--- src/rtl/shint_pkg.sv ---
`timescale 1ns/1ps
// Package: shared address map of the shared interrupt source controller.
// Assumes a 10-bit word address. Bit 9 set selects the per-line route
// words; otherwise bits [9:6] pick a bank and bits [5:0] a word in it.
package shint_pkg;
    localparam int ADDR_W = 10;

    localparam logic [3:0] BANK_CTRL  = 4'h0;
    localparam logic [3:0] BANK_POL   = 4'h1;
    localparam logic [3:0] BANK_TRIG  = 4'h2;
    localparam logic [3:0] BANK_DUAL  = 4'h3;
    localparam logic [3:0] BANK_MASK  = 4'h4;
    localparam logic [3:0] BANK_SMASK = 4'h5;
    localparam logic [3:0] BANK_RMASK = 4'h6;
    localparam logic [3:0] BANK_PEND  = 4'h7;

    localparam logic [5:0] OFF_CFG  = 6'd0;
    localparam logic [5:0] OFF_EDGE = 6'd1;

    localparam int EDGE_SET_BIT = 31;
endpackage

--- src/rtl/shint_sense.sv ---
`timescale 1ns/1ps
// Module: shint_sense
// Synchronizes every line through two flops, keeps one more stage for
// edge detection, and reports per line whether the level is active or a
// qualifying edge was seen this cycle. Assumes line_in is asynchronous.
module shint_sense #(
    parameter int N_LINES = 32
) (
    input  logic               clk,
    input  logic               rst_n,
    input  logic [N_LINES-1:0] line_in,
    input  logic [N_LINES-1:0] pol,
    input  logic [N_LINES-1:0] trig,
    input  logic [N_LINES-1:0] dual,
    output logic [N_LINES-1:0] level_act,
    output logic [N_LINES-1:0] edge_hit
);
    logic [N_LINES-1:0] meta_q, stab_q, prev_q;
    logic [N_LINES-1:0] rise, fall;

    // Two-flop synchronizer plus the previous-sample stage.
    always_ff @(posedge clk) begin
        if (!rst_n) begin
            meta_q <= '0;
            stab_q <= '0;
            prev_q <= '0;
        end else begin
            meta_q <= line_in;
            stab_q <= meta_q;
            prev_q <= stab_q;
        end
    end

    // Edge qualification by polarity, or both edges in dual mode.
    always_comb begin
        rise      = stab_q & ~prev_q;
        fall      = ~stab_q & prev_q;
        edge_hit  = trig & ((dual & (rise | fall)) |
                            (~dual & pol & rise) |
                            (~dual & ~pol & fall));
        level_act = ~trig & ~(stab_q ^ pol);
    end
endmodule

--- src/rtl/shint_route_or.sv ---
`timescale 1ns/1ps
// Module: shint_route_or
// Forms each context's request as the OR over lines that are active
// (pending and enabled) and routed to that context. Assumes each line
// carries one context index of CTX_W bits in route_flat.
module shint_route_or #(
    parameter int N_LINES = 32,
    parameter int N_CTX   = 2,
    parameter int CTX_W   = 1
) (
    input  logic [N_LINES-1:0]       act,
    input  logic [N_LINES*CTX_W-1:0] route_flat,
    output logic [N_CTX-1:0]         irq
);
    for (genvar c = 0; c < N_CTX; c++) begin : g_ctx
        logic hit;
        // Reduce all lines routed to context c.
        always_comb begin
            hit = 1'b0;
            for (int i = 0; i < N_LINES; i++) begin
                if (act[i] && route_flat[i*CTX_W +: CTX_W] == CTX_W'(c)) hit = 1'b1;
            end
        end
        assign irq[c] = hit;
    end
endmodule

--- src/rtl/shint_ctrl.sv ---
`timescale 1ns/1ps
// Module: shint_ctrl (top)
// Register-mapped controller for N_LINES shared interrupt lines with
// per-line sense configuration, enable, pending latch and single-context
// route. Assumes N_LINES is a multiple of 8 (at most 512) and N_CTX >= 1.
module shint_ctrl
    import shint_pkg::*;
#(
    parameter int N_LINES = 32,
    parameter int N_CTX   = 2
) (
    input  logic               clk,
    input  logic               rst_n,
    input  logic               wr_en,
    input  logic [ADDR_W-1:0]  addr,
    input  logic [31:0]        wdata,
    output logic [31:0]        rdata,
    input  logic [N_LINES-1:0] line_in,
    output logic [N_CTX-1:0]   ctx_irq
);
    localparam int WORDS  = (N_LINES + 31) / 32;
    localparam int PAD_W  = WORDS * 32;
    localparam int CTX_W  = (N_CTX > 1) ? $clog2(N_CTX) : 1;
    localparam int LINE_W = $clog2(N_LINES);
    localparam logic [7:0] CFG_LINES = 8'(N_LINES / 8 - 1);
    localparam logic [7:0] CFG_CTX   = 8'(N_CTX - 1);

    logic [3:0] bank;
    logic [5:0] off;
    logic       is_route, edge_wr, edge_set;
    logic [N_LINES-1:0] pol_q, trig_q, dual_q, mask_q, latch_q;
    logic [N_LINES-1:0] level_act, edge_hit, pend_w;
    logic [N_LINES*CTX_W-1:0] route_flat;
    logic [PAD_W-1:0] pol_pad, trig_pad, dual_pad, mask_pad, pend_pad;

    assign bank     = addr[9:6];
    assign off      = addr[5:0];
    assign is_route = addr[9];
    assign edge_wr  = wr_en && !is_route && bank == BANK_CTRL && off == OFF_EDGE;
    assign edge_set = wdata[EDGE_SET_BIT];

    shint_sense #(.N_LINES(N_LINES)) sense_i (
        .clk(clk), .rst_n(rst_n), .line_in(line_in),
        .pol(pol_q), .trig(trig_q), .dual(dual_q),
        .level_act(level_act), .edge_hit(edge_hit)
    );

    assign pend_w = latch_q | level_act;

    for (genvar i = 0; i < N_LINES; i++) begin : g_line
        localparam int W = i / 32;
        localparam int B = i % 32;
        logic pol_r, trig_r, dual_r, mask_r, latch_r;
        logic [CTX_W-1:0] route_r;
        logic word_hit, line_sel;

        assign word_hit = wr_en && !is_route && off == 6'(W);
        assign line_sel = wdata[LINE_W-1:0] == LINE_W'(i);

        // Sense configuration bits, written whole-word per bank.
        always_ff @(posedge clk) begin
            if (!rst_n) begin
                pol_r  <= 1'b1;
                trig_r <= 1'b0;
                dual_r <= 1'b0;
            end else if (word_hit) begin
                if (bank == BANK_POL)  pol_r  <= wdata[B];
                if (bank == BANK_TRIG) trig_r <= wdata[B];
                if (bank == BANK_DUAL) dual_r <= wdata[B];
            end
        end

        // Enable bit: changed only by set-one and clear-one words.
        always_ff @(posedge clk) begin
            if (!rst_n)                                      mask_r <= 1'b0;
            else if (word_hit && bank == BANK_SMASK && wdata[B]) mask_r <= 1'b1;
            else if (word_hit && bank == BANK_RMASK && wdata[B]) mask_r <= 1'b0;
        end

        // Pending latch: edge or injection wins over acknowledge.
        always_ff @(posedge clk) begin
            if (!rst_n)                                   latch_r <= 1'b0;
            else if (edge_hit[i] || (edge_wr && edge_set && line_sel))  latch_r <= 1'b1;
            else if (edge_wr && !edge_set && line_sel)    latch_r <= 1'b0;
        end

        // Route to a single context.
        always_ff @(posedge clk) begin
            if (!rst_n)                                      route_r <= '0;
            else if (wr_en && is_route && addr[8:0] == 9'(i)) route_r <= wdata[CTX_W-1:0];
        end

        assign pol_q[i]   = pol_r;
        assign trig_q[i]  = trig_r;
        assign dual_q[i]  = dual_r;
        assign mask_q[i]  = mask_r;
        assign latch_q[i] = latch_r;
        assign route_flat[i*CTX_W +: CTX_W] = route_r;
    end

    shint_route_or #(.N_LINES(N_LINES), .N_CTX(N_CTX), .CTX_W(CTX_W)) route_or_i (
        .act(pend_w & mask_q), .route_flat(route_flat), .irq(ctx_irq)
    );

    assign pol_pad  = PAD_W'(pol_q);
    assign trig_pad = PAD_W'(trig_q);
    assign dual_pad = PAD_W'(dual_q);
    assign mask_pad = PAD_W'(mask_q);
    assign pend_pad = PAD_W'(pend_w);

    // Read mux: control word, bit-packed banks, or a route word.
    always_comb begin
        int widx;
        int ridx;
        rdata = '0;
        widx  = int'(off);
        ridx  = int'(addr[8:0]);
        if (is_route) begin
            if (ridx < N_LINES) rdata = 32'(route_flat[ridx*CTX_W +: CTX_W]);
        end else if (bank == BANK_CTRL) begin
            if (off == OFF_CFG) rdata = {16'h0, CFG_CTX, CFG_LINES};
        end else if (widx < WORDS) begin
            case (bank)
                BANK_POL:  rdata = pol_pad[widx*32 +: 32];
                BANK_TRIG: rdata = trig_pad[widx*32 +: 32];
                BANK_DUAL: rdata = dual_pad[widx*32 +: 32];
                BANK_MASK: rdata = mask_pad[widx*32 +: 32];
                BANK_PEND: rdata = pend_pad[widx*32 +: 32];
                default:   rdata = '0;
            endcase
        end
    end
endmodule

--- config.mk ---
export PLATFORM = sky130hd
export DESIGN_NAME = shint_ctrl
export DESIGN_NICKNAME = d
export VERILOG_FILES = /design/src/rtl/shint_pkg.sv /design/src/rtl/shint_sense.sv /design/src/rtl/shint_route_or.sv /design/src/rtl/shint_ctrl.sv
export SDC_FILE = /design/constraint.sdc
export NUM_CORES = 1
export LEC_CHECK = 0
export BUFFER_PORTS_ARGS = -buffer_cell sky130_fd_sc_hd__buf_2
export CAP_MARGIN = 25
export CORE_ASPECT_RATIO = 0.6
export CORE_MARGIN = 3
export CORE_UTILIZATION = 55
export CTS_BUF_LIST = sky130_fd_sc_hd__clkbuf_16
export DETAILED_ROUTE_END_ITERATION = 16
export PLACE_DENSITY = 0.74
export SYNTH_ARGS = -nofsm -noshare
export SYNTH_HDL_FRONTEND = slang
export SYNTH_SLANG_ARGS = --single-unit
--- constraint.sdc ---
create_clock -name clk -period 4.9 [get_ports clk]
set_input_delay 0.98 -clock clk [delete_from_list [all_inputs] [get_ports clk]]
set_output_delay 0.98 -clock clk [all_outputs]
set_load 0.03 [all_outputs]
Yosys cells after proc, flatten, opt, wreduce, memory -nomap -nowiden
Cells that the tools add are included.

Register bits after elaboration: 288. Output and inout bits: 34.

Magnitude comparators: 2. Equal/unequal tests: 70. Shifts and indexed selects: 6. Mux-type cells: 198. Bitwise logic cells: 53. Reductions and logical operators: 338.

Operators with widths (count): AND 32 bit (10); logical AND 1 bit (233); 2-to-1 mux 1 bit (193); NOT 32 bit (6); one-hot mux 32 bit (5 select lines) (1); variable part select 32 x 12 -> 32 bit (5); == test 9 x 5 -> 1 bit, second input constant (16); OR 32 bit (4); nonzero test 2 bit (64); 2-to-1 mux 32 bit (3); == test 5 bit, second input constant (16); == test 9 x 4 -> 1 bit, second input constant (8); == test 5 x 4 -> 1 bit, second input constant (8); == test 9 x 3 -> 1 bit, second input constant (4); logical OR 1 bit (32); NOT 1 bit (32); variable part select 32 x 10 -> 1 bit (1); bitwise XOR 32 bit (1); == test 5 x 3 -> 1 bit, second input constant (4); == test 9 x 2 -> 1 bit, second input constant (2); == test 4 x 3 -> 1 bit, second input constant (4); == test 5 x 2 -> 1 bit, second input constant (2); == test 9 x 1 -> 1 bit, second input constant (1); zero test 9 bit (1); other kinds (12) (16).

Longest topological paths before layout
Gate-level depths: netlist of run 1.

Word-level depth: 38. Mapped depth: 8. Mapped depth without buffers: 7.

Modules after synthesis
Synthesis of run 1 repeated with hierarchy kept, for this count alone.

Cell total of the unflattened synthesis: 1697. Area total of the unflattened synthesis: 14622.8 um^2.

By module, submodules not included: shint_ctrl (times used 1, cells an instance 1131, area each 9356.5 um^2, seq. area each 3843.7 um^2); shint_sense (times used 1, cells an instance 490, area each 4842.1 um^2, seq. area each 1921.8 um^2); shint_route_or (times used 1, cells an instance 76, area each 424.2 um^2, seq. area each 0.0 um^2).

Least setup slack after synthesis of run 1
Ideal clock, no wire load.

Path kind: input-to-output. Start: in addr[8]. End: out rdata[30]. Data arrival time: 2644 ps. Required time: 3920 ps. Setup slack: 1276 ps. Stages on the path: 8. Cell sequence: buf_2 -> nor2b_1 -> xnor2_1 -> or2_1 -> clkbuf_1 -> clkbuf_1 -> a22oi_1 -> a31oi_1.

Word-level cells in the longest chain between the ends: 5. Elaborated cells on any way between the ends: 10. Those cells by class: 5 x eq/ne; 4 x mux; 1 x reduce/logical.

Ends and longest elaborated chain: start: declaration (line shint_ctrl.sv:15) `input logic [ADDR_W-1:0] addr,`; == test 4 x 3 -> 1 bit (tied with other cells) (line shint_ctrl.sv:123) `case (bank)`; one-hot mux 32 bit (5 select lines) (line shint_ctrl.sv:123); 2-to-1 mux 32 bit (line shint_ctrl.sv:122) `end else if (widx < WORDS) begin`; 2-to-1 mux 32 bit (*) (line shint_ctrl.sv:120) `end else if (bank == BANK_CTRL) begin`; 2-to-1 mux 32 bit (*) (line shint_ctrl.sv:118) `if (is_route) begin`; end: declaration (line shint_ctrl.sv:17) `output logic [31:0] rdata,`.

Mark *: on every way between the ends. The rest lies on a longest branch, timed or not.

Final worst setup path of run 1
Start: in addr[8]. End: out rdata[0].

Word-level cells in the longest chain between the ends: 5. Elaborated cells on any way between the ends: 13. Those cells by class: 1 x order compare; 5 x eq/ne; 1 x shift; 5 x mux; 1 x reduce/logical.

Ends and longest elaborated chain (line): branches (longest 4 deep; another with variable part select 32 x 10 -> 1 bit); 2-to-1 mux 32 bit (*) (shint_ctrl.sv:118).

Mark *: on every way between the ends.

==> impl_metrics.py, run 1 <==
metrics = {
    "timing": {
        "finalMaxSlewViolations": 0,
        "finalCriticalPeriod_ps": 4080,
        "max_slew_margin": 0.354,
        "max_freq_mhz": 245,
        "worst_slew_pin_slew_ps": 966,
        "hold_viol_final": 0,
        "skew_ps": 21.2,
        "rsz0062_at_grt": "false",
        "hold_ws_ps": 433,
        "finalSetupViolCount": 0,
        "setup_tns_ps": 0,
        "finalCritPeriodShare": 0.833,
    },
    "yosys": {
        "yosysSeqAreaShare": 0.413,
        "synth_warnings": 0,
        "syn_inst": 1667,
        "synth_area_leaders": "dfxtp_1 41%, nand2_1 7.8%, ha_1 5.7%, a21oi_1 4.8%, a22oi_1 4.6%",
        "synthArstFlopShare": 0,
        "synth_cell_types": 56,
        "dominantRegCellSynth": "dfxtp_1",
        "synth.largest_area_cell": "dfxtp_1",
        "synth.avg_cell_area_um2": 8.38,
        "netlist_area_mm2": 0.0140,
        "synth_top_area_frac": 0.413,
        "yosys_register_bits": 288,
        "synth_edf_count": 0,
        "syn_nets": 1808,
    },
    "setup_path": {
        "crit_arrival_ps": 3100,
        "timing.rr.start": "sense_i.stab_q[13]",
        "crit_fanout": 13,
        "crit_required_ps": 3920,
        "critPathLaunchType": "input pin",
        "crit_path_end_kind": "output port",
        "rrSetupSlack_ps": 3370,
        "r2r-end": "g_line[13].latch_r",
        "r2r_cells": 7,
        "worstSetupPathType": "input pin to output port",
    },
    "grt": {
        "use_met3": 0.0777,
        "first_global_vias": 11925,
        "gr-usage-met1": 0.486,
        "grt-busiest-layer": "met1",
        "globalRouteMet2Util": 0.476,
        "grt_pass1_wl_um": 69800,
        "grt_max_degree": 76,
        "track_usage": 0.330,
        "antenna_found_initial": 0,
        "grt_remaining_overflow": 0,
    },
    "floorplan": {
        "ios": 111,
        "coreArea_mm2": 0.0246,
        "die_w_um": 212,
        "die_h_um": 129,
        "initial_core_util": 0.569,
        "die-area_mm2": 0.0274,
        "rows": 44,
    },
    "layout": {
        "area_growth_pct": 11.7,
        "fin_nets": 1878,
        "postLayoutCellArea_mm2": 0.0156,
        "fin_util": 0.635,
        "drive_gt1_frac": 0.120,
        "final_common_cell": "nand2_1",
        "layout_common_cells": "289 x nand2_1, 288 x dfxtp_1, 133 x a21oi_1",
    },
    "cts": {
        "cts_resized": 0,
        "cts_root_buf": "clkbuf_16",
        "cts_buffer_depth": 3,
        "post_cts_buffers": 0,
        "ctsHoldBuffers": 0,
        "clk_pin_slew_ps": 60,
        "numCtsBuffers": 28,
        "cts_tree": "done",
        "cts.sinks": 288,
        "insertion_delay_ps": 570,
        "htree_levels": 1,
    },
    "drt": {
        "vias": 12908,
        "wirelength_um": 45700,
        "routedWlPerCell_um": 22.0,
        "postRouteAntennaNets": 0,
        "drc_errors": 0,
        "first_pass_iters": 9,
        "routed_via_density": 6.21,
        "drt_iter0_drc": 1928,
    },
    "pwr": {
        "p_sw_frac": 0.244,
        "power.internal_w": 0.00353,
        "peakVddDrop_uv": 253,
        "power_density_mw_per_mm2": 300,
        "pwr-share-comb": 0.065,
        "p_switching_w": 0.00114,
        "p_clk_frac": 0.423,
        "leakage_nw": 5.84,
        "p_seq_frac": 0.512,
    },
    "placed_design": {
        "dpl_cell_area_mm2": 0.0148,
        "dpl.hpwl_um": 32300,
        "gp_congestion": 1.07,
        "numPortBuffers": 110,
    },
    "worst_hold_path": {
        "min_delay_worst_endpoint": "sense_i.stab_q[26]",
        "hold_class": "flip-flop to flip-flop",
        "hp-start": "sense_i.meta_q[26]",
        "holdPathStages": 1,
    },
    "run": {
        "max-cap-violations": 0,
    },
    "outcome": {
        "status": "complete, no violations",
    },
}
==> power groups by stage <==
| stage | Combinational [W] | Sequential [W] | Clock (W) |
|---|---|---|---|
| final | 0.000303 | 0.00239 | 0.00198 |
| after global routing | 0.000329 | 0.00239 | 0.00210 |
| after CTS | 0.000297 | 0.00239 | 0.00199 |
| after detailed placement | 0.000294 | 0.00245 | 0 |
| after global placement | 0.000290 | 0.00244 | 0 |
| after floorplan | 0.000174 | 0.00244 | 0 |
==> cells in the mapped netlist (4+ instances only) <==
master    instances
and2_1           98
o21bai_1         32
buf_2            24
o22ai_1           8
mux2_2            5
a21boi_2          4
a21boi_0         33
o21ai_0          54
dfxtp_1         288
nand4_1          10
a22oi_2           4
nor4_1            5
xor2_1           32
a31oi_1           5
nand2_1         290
mux2i_1          13
nand2b_1          8
ha_1             64
and3_1           10
a222oi_1         30
nand3b_1         14
a211oi_1         28
inv_1            72
a21oi_1         133
mux4_2            7
nor2_1           64
o211ai_1          6
nor3_2            6
clkbuf_1         70
nor2b_1          46
nand3_1          82
a22oi_1          86
==> flip-flops by register name, indices dropped and copies added (netlist names) <==
| name | flops |
|---|---|
| g_line.latch_r | 32 |
| g_line.trig_r | 32 |
| g_line.route_r | 32 |
| g_line.mask_r | 32 |
| sense_i.stab_q | 32 |
| g_line.dual_r | 32 |
| g_line.pol_r | 32 |
| sense_i.prev_q | 32 |
| sense_i.meta_q | 32 |
==> cell families (layout without fill, tap and decap cells) <==
logic type	after synthesis	after routing	synth area share
xor+xnor	33	33	0.0207
flops	288	288	0.413
compound gates	436	436	0.209
simple gates	651	651	0.227
mux	25	25	0.0246
other cells	0	2	0
buf+inv	170	256	0.0487
fa+ha+maj	64	64	0.0574
==> through the flow <==
step                setup slack [ps]  cells  total power [W]
floorplan                       1280   1667          0.00261
global placement                 906   2029          0.00273
detailed placement               873   2029          0.00274
CTS                              865   2075          0.00468
global route                     666   2075          0.00482
finish                           817   2077          0.00467
==> metal layers <==
| metal | vias to the layer above | wire length [um] |
|---|---|---|
| met4 | 0 | 1420 |
| met2 | 711 | 18800 |
| met5 | - | 0 |
| li1 | 5965 | - |
| met3 | 98 | 5280 |
| met1 | 6134 | 20200 |
==> worst max-delay path by stage <==
stage / startpoint / endpoint / slack [ps] / cells after the start
2_1_floorplan: addr[8] / rdata[30] / 1280 / 8
3_3_place_gp: addr[8] / rdata[0] / 910 / 9
3_5_place_dp: addr[8] / rdata[0] / 870 / 9
4_1_cts: addr[8] / rdata[0] / 860 / 9
5_1_grt: addr[8] / rdata[0] / 670 / 9
6_report: addr[8] / rdata[0] / 820 / 9
==> final cells by class <==
cell class	count	area (um^2)
fill	2166	8960
multi-input combinational	1209	7560
sequential	288	5770
timing repair buffer	138	788
clock buffer	29	726
tap	322	403
inverter	72	272
clock inverter	17	73.8
antenna	2	5.00
==> worst max-delay path, stage by stage <==
cell and delay (ps):
buf_2 230, nor2b_1 190, xnor2_1 120, or2_1 510, buf_4 330, a21oi_1 60, a221o_1 370, nand3_1 100
buf_2 210
(Power assumes the default switching activity.)
==> inputs of run 2 (changes only) <==
--- a/config.mk
+++ b/config.mk
@@ -12,7 +12,7 @@
 export CORE_UTILIZATION = 55
 export CTS_BUF_LIST = sky130_fd_sc_hd__clkbuf_16
 export DETAILED_ROUTE_END_ITERATION = 16
-export PLACE_DENSITY = 0.74
+export PLACE_DENSITY = 0.77
 export SYNTH_ARGS = -nofsm -noshare
 export SYNTH_HDL_FRONTEND = slang
 export SYNTH_SLANG_ARGS = --single-unit
==> constraint.sdc (replaced) <==
create_clock -name clk -period 3.65 [get_ports clk]
set_input_delay 0.73 -clock clk [delete_from_list [all_inputs] [get_ports clk]]
set_output_delay 0.73 -clock clk [all_outputs]
set_load 0.03 [all_outputs]
==> impl_metrics.py, run 2 (synthesis results as in run 1) <==
metrics = {
    "outcome": {
        "status": "complete, no violations",
    },
    "timing": {
        "finalCritPeriodShare": 0.910,
        "setup_ws_ps": 329,
        "max_slew_margin": 0.431,
        "worst_slew_pin_slew_ps": 853,
        "setup_tns_ps": 0,
        "finalCriticalPeriod_ps": 3320,
        "max_freq_mhz": 301,
        "finalSetupViolCount": 0,
        "skew_ps": 11.7,
        "rsz0062_at_grt": "false",
        "hold_viol_final": 0,
        "finalMaxSlewViolations": 0,
    },
    "drt": {
        "vias": 13110,
        "routed_via_density": 6.24,
        "routedWlPerCell_um": 22.5,
        "postRouteAntennaNets": 0,
        "drc_errors": 0,
        "first_pass_iters": 13,
        "drt_iter0_drc": 1652,
        "wirelength_um": 47300,
    },
    "grt": {
        "grt_remaining_overflow": 0,
        "grt_pass1_wl_um": 71400,
        "antenna_found_initial": 0,
        "grt_max_degree": 99,
        "first_global_vias": 12048,
        "track_usage": 0.339,
    },
    "layout": {
        "fin_nets": 1901,
        "final_cells": 2102,
        "drive_gt1_frac": 0.133,
        "layout_common_cells": "290 x nand2_1, 288 x dfxtp_1, 133 x a21oi_1",
        "area_growth_pct": 12.7,
        "final_common_cell": "nand2_1",
        "postLayoutCellArea_mm2": 0.0157,
        "n_antenna_cell": 0,
    },
    "setup_path": {
        "crit_fanout": 5,
        "critPathLaunch": "g_line[19].pol_r",
        "critPathLaunchType": "flip-flop",
        "worstSetupPathType": "flip-flop to output port",
        "crit_arrival_ps": 2590,
        "crit_path_end_kind": "output port",
        "crit_required_ps": 2920,
        "timing.rr.start": "sense_i.stab_q[8]",
    },
    "floorplan": {
        "ios": 111,
        "die_w_um": 212,
        "rows": 44,
        "coreArea_mm2": 0.0246,
        "initial_core_util": 0.569,
        "die_h_um": 129,
        "die-area_mm2": 0.0274,
    },
    "placed_design": {
        "pre_cts_ws_ps": 402,
        "dp.cells": 2053,
        "dpl.hpwl_um": 33700,
        "gp_congestion": 1.03,
        "dpl_cell_area_mm2": 0.0150,
        "numPortBuffers": 110,
    },
    "cts": {
        "cts_root_buf": "clkbuf_16",
        "clk_pin_slew_ps": 70,
        "cts_tree": "done",
        "cts_buffer_depth": 3,
        "ctsHoldBuffers": 0,
        "cts_resized": 0,
        "cts.sinks": 288,
        "htree_levels": 1,
        "insertion_delay_ps": 550,
        "numCtsBuffers": 27,
        "post_cts_buffers": 0,
    },
    "worst_hold_path": {
        "hold_class": "input pin to flip-flop",
        "hp-start": "line_in[15]",
    },
    "pwr": {
        "peakVddDrop_uv": 342,
        "power_density_mw_per_mm2": 395,
        "leakage_nw": 5.97,
    },
    "run": {
        "max-cap-violations": 0,
    },
}
## run 2: cell types whose count changed in the layout (fill, tap and decap cells not counted), sizes merged
cell      before  now
clkinvlp       0    1
clkbuf        29   27
diode          2    0
clkinv        13   12
buf          138  162
inv           76   81
## run 2: final timing paths
check,endpoint,slack [ps],depth (start not counted)
worst max-delay path,ctx_irq[0],330,7
worst min-delay path,sense_i.meta_q[15],380,2
worst max register to register,g_line[8].latch_r,2080,7
worst min register to register,sense_i.stab_q[22],430,1
## run 2: final cells by class
type	instances	area (um^2)
Tap cell	322	403
Inverter	72	272
Clock inverter	22	103
Timing Repair Buffer	162	956
Fill cell	2115	8810
Sequential cell	288	5770
Multi-Input combinational cell	1209	7560
Clock buffer	27	676
## run 2: power by group
part | leakage [nW] | switching, W | internal [W]
combinational | 3.22 | 0.000278 | 0.000152
sequential | 2.34 | 0.0000273 | 0.00318
clock | 0.414 | 0.00123 | 0.00134
## run 2: through the flow
| stage | util | hold slack (ps) | power (W) |
|---|---|---|---|
| after floorplan | - | 412 | 0.00351 |
| after global placement | 0.609 | 414 | 0.00368 |
| after detailed placement | 0.609 | 418 | 0.00370 |
| after CTS | 0.641 | 368 | 0.00624 |
| after global routing | 0.641 | 368 | 0.00643 |
| final | 0.641 | 383 | 0.00622 |
## run 2: critical path: stages (launching register included)
cell,delay [ps]
dfxtp_1,410
xor2_1,180
o21bai_1,150
a32oi_1,220
o221ai_1,180
nor4_2,460
nand3_1,210
buf_2,230
## run 2: per-layer routing
metal,track usage,up-vias,share of wire
met5,0,-,0
met4,0.0983,0,0.030
met3,0.0956,117,0.12
met2,0.499,831,0.41
met1,0.486,6154,0.43
li1,-,6008,-
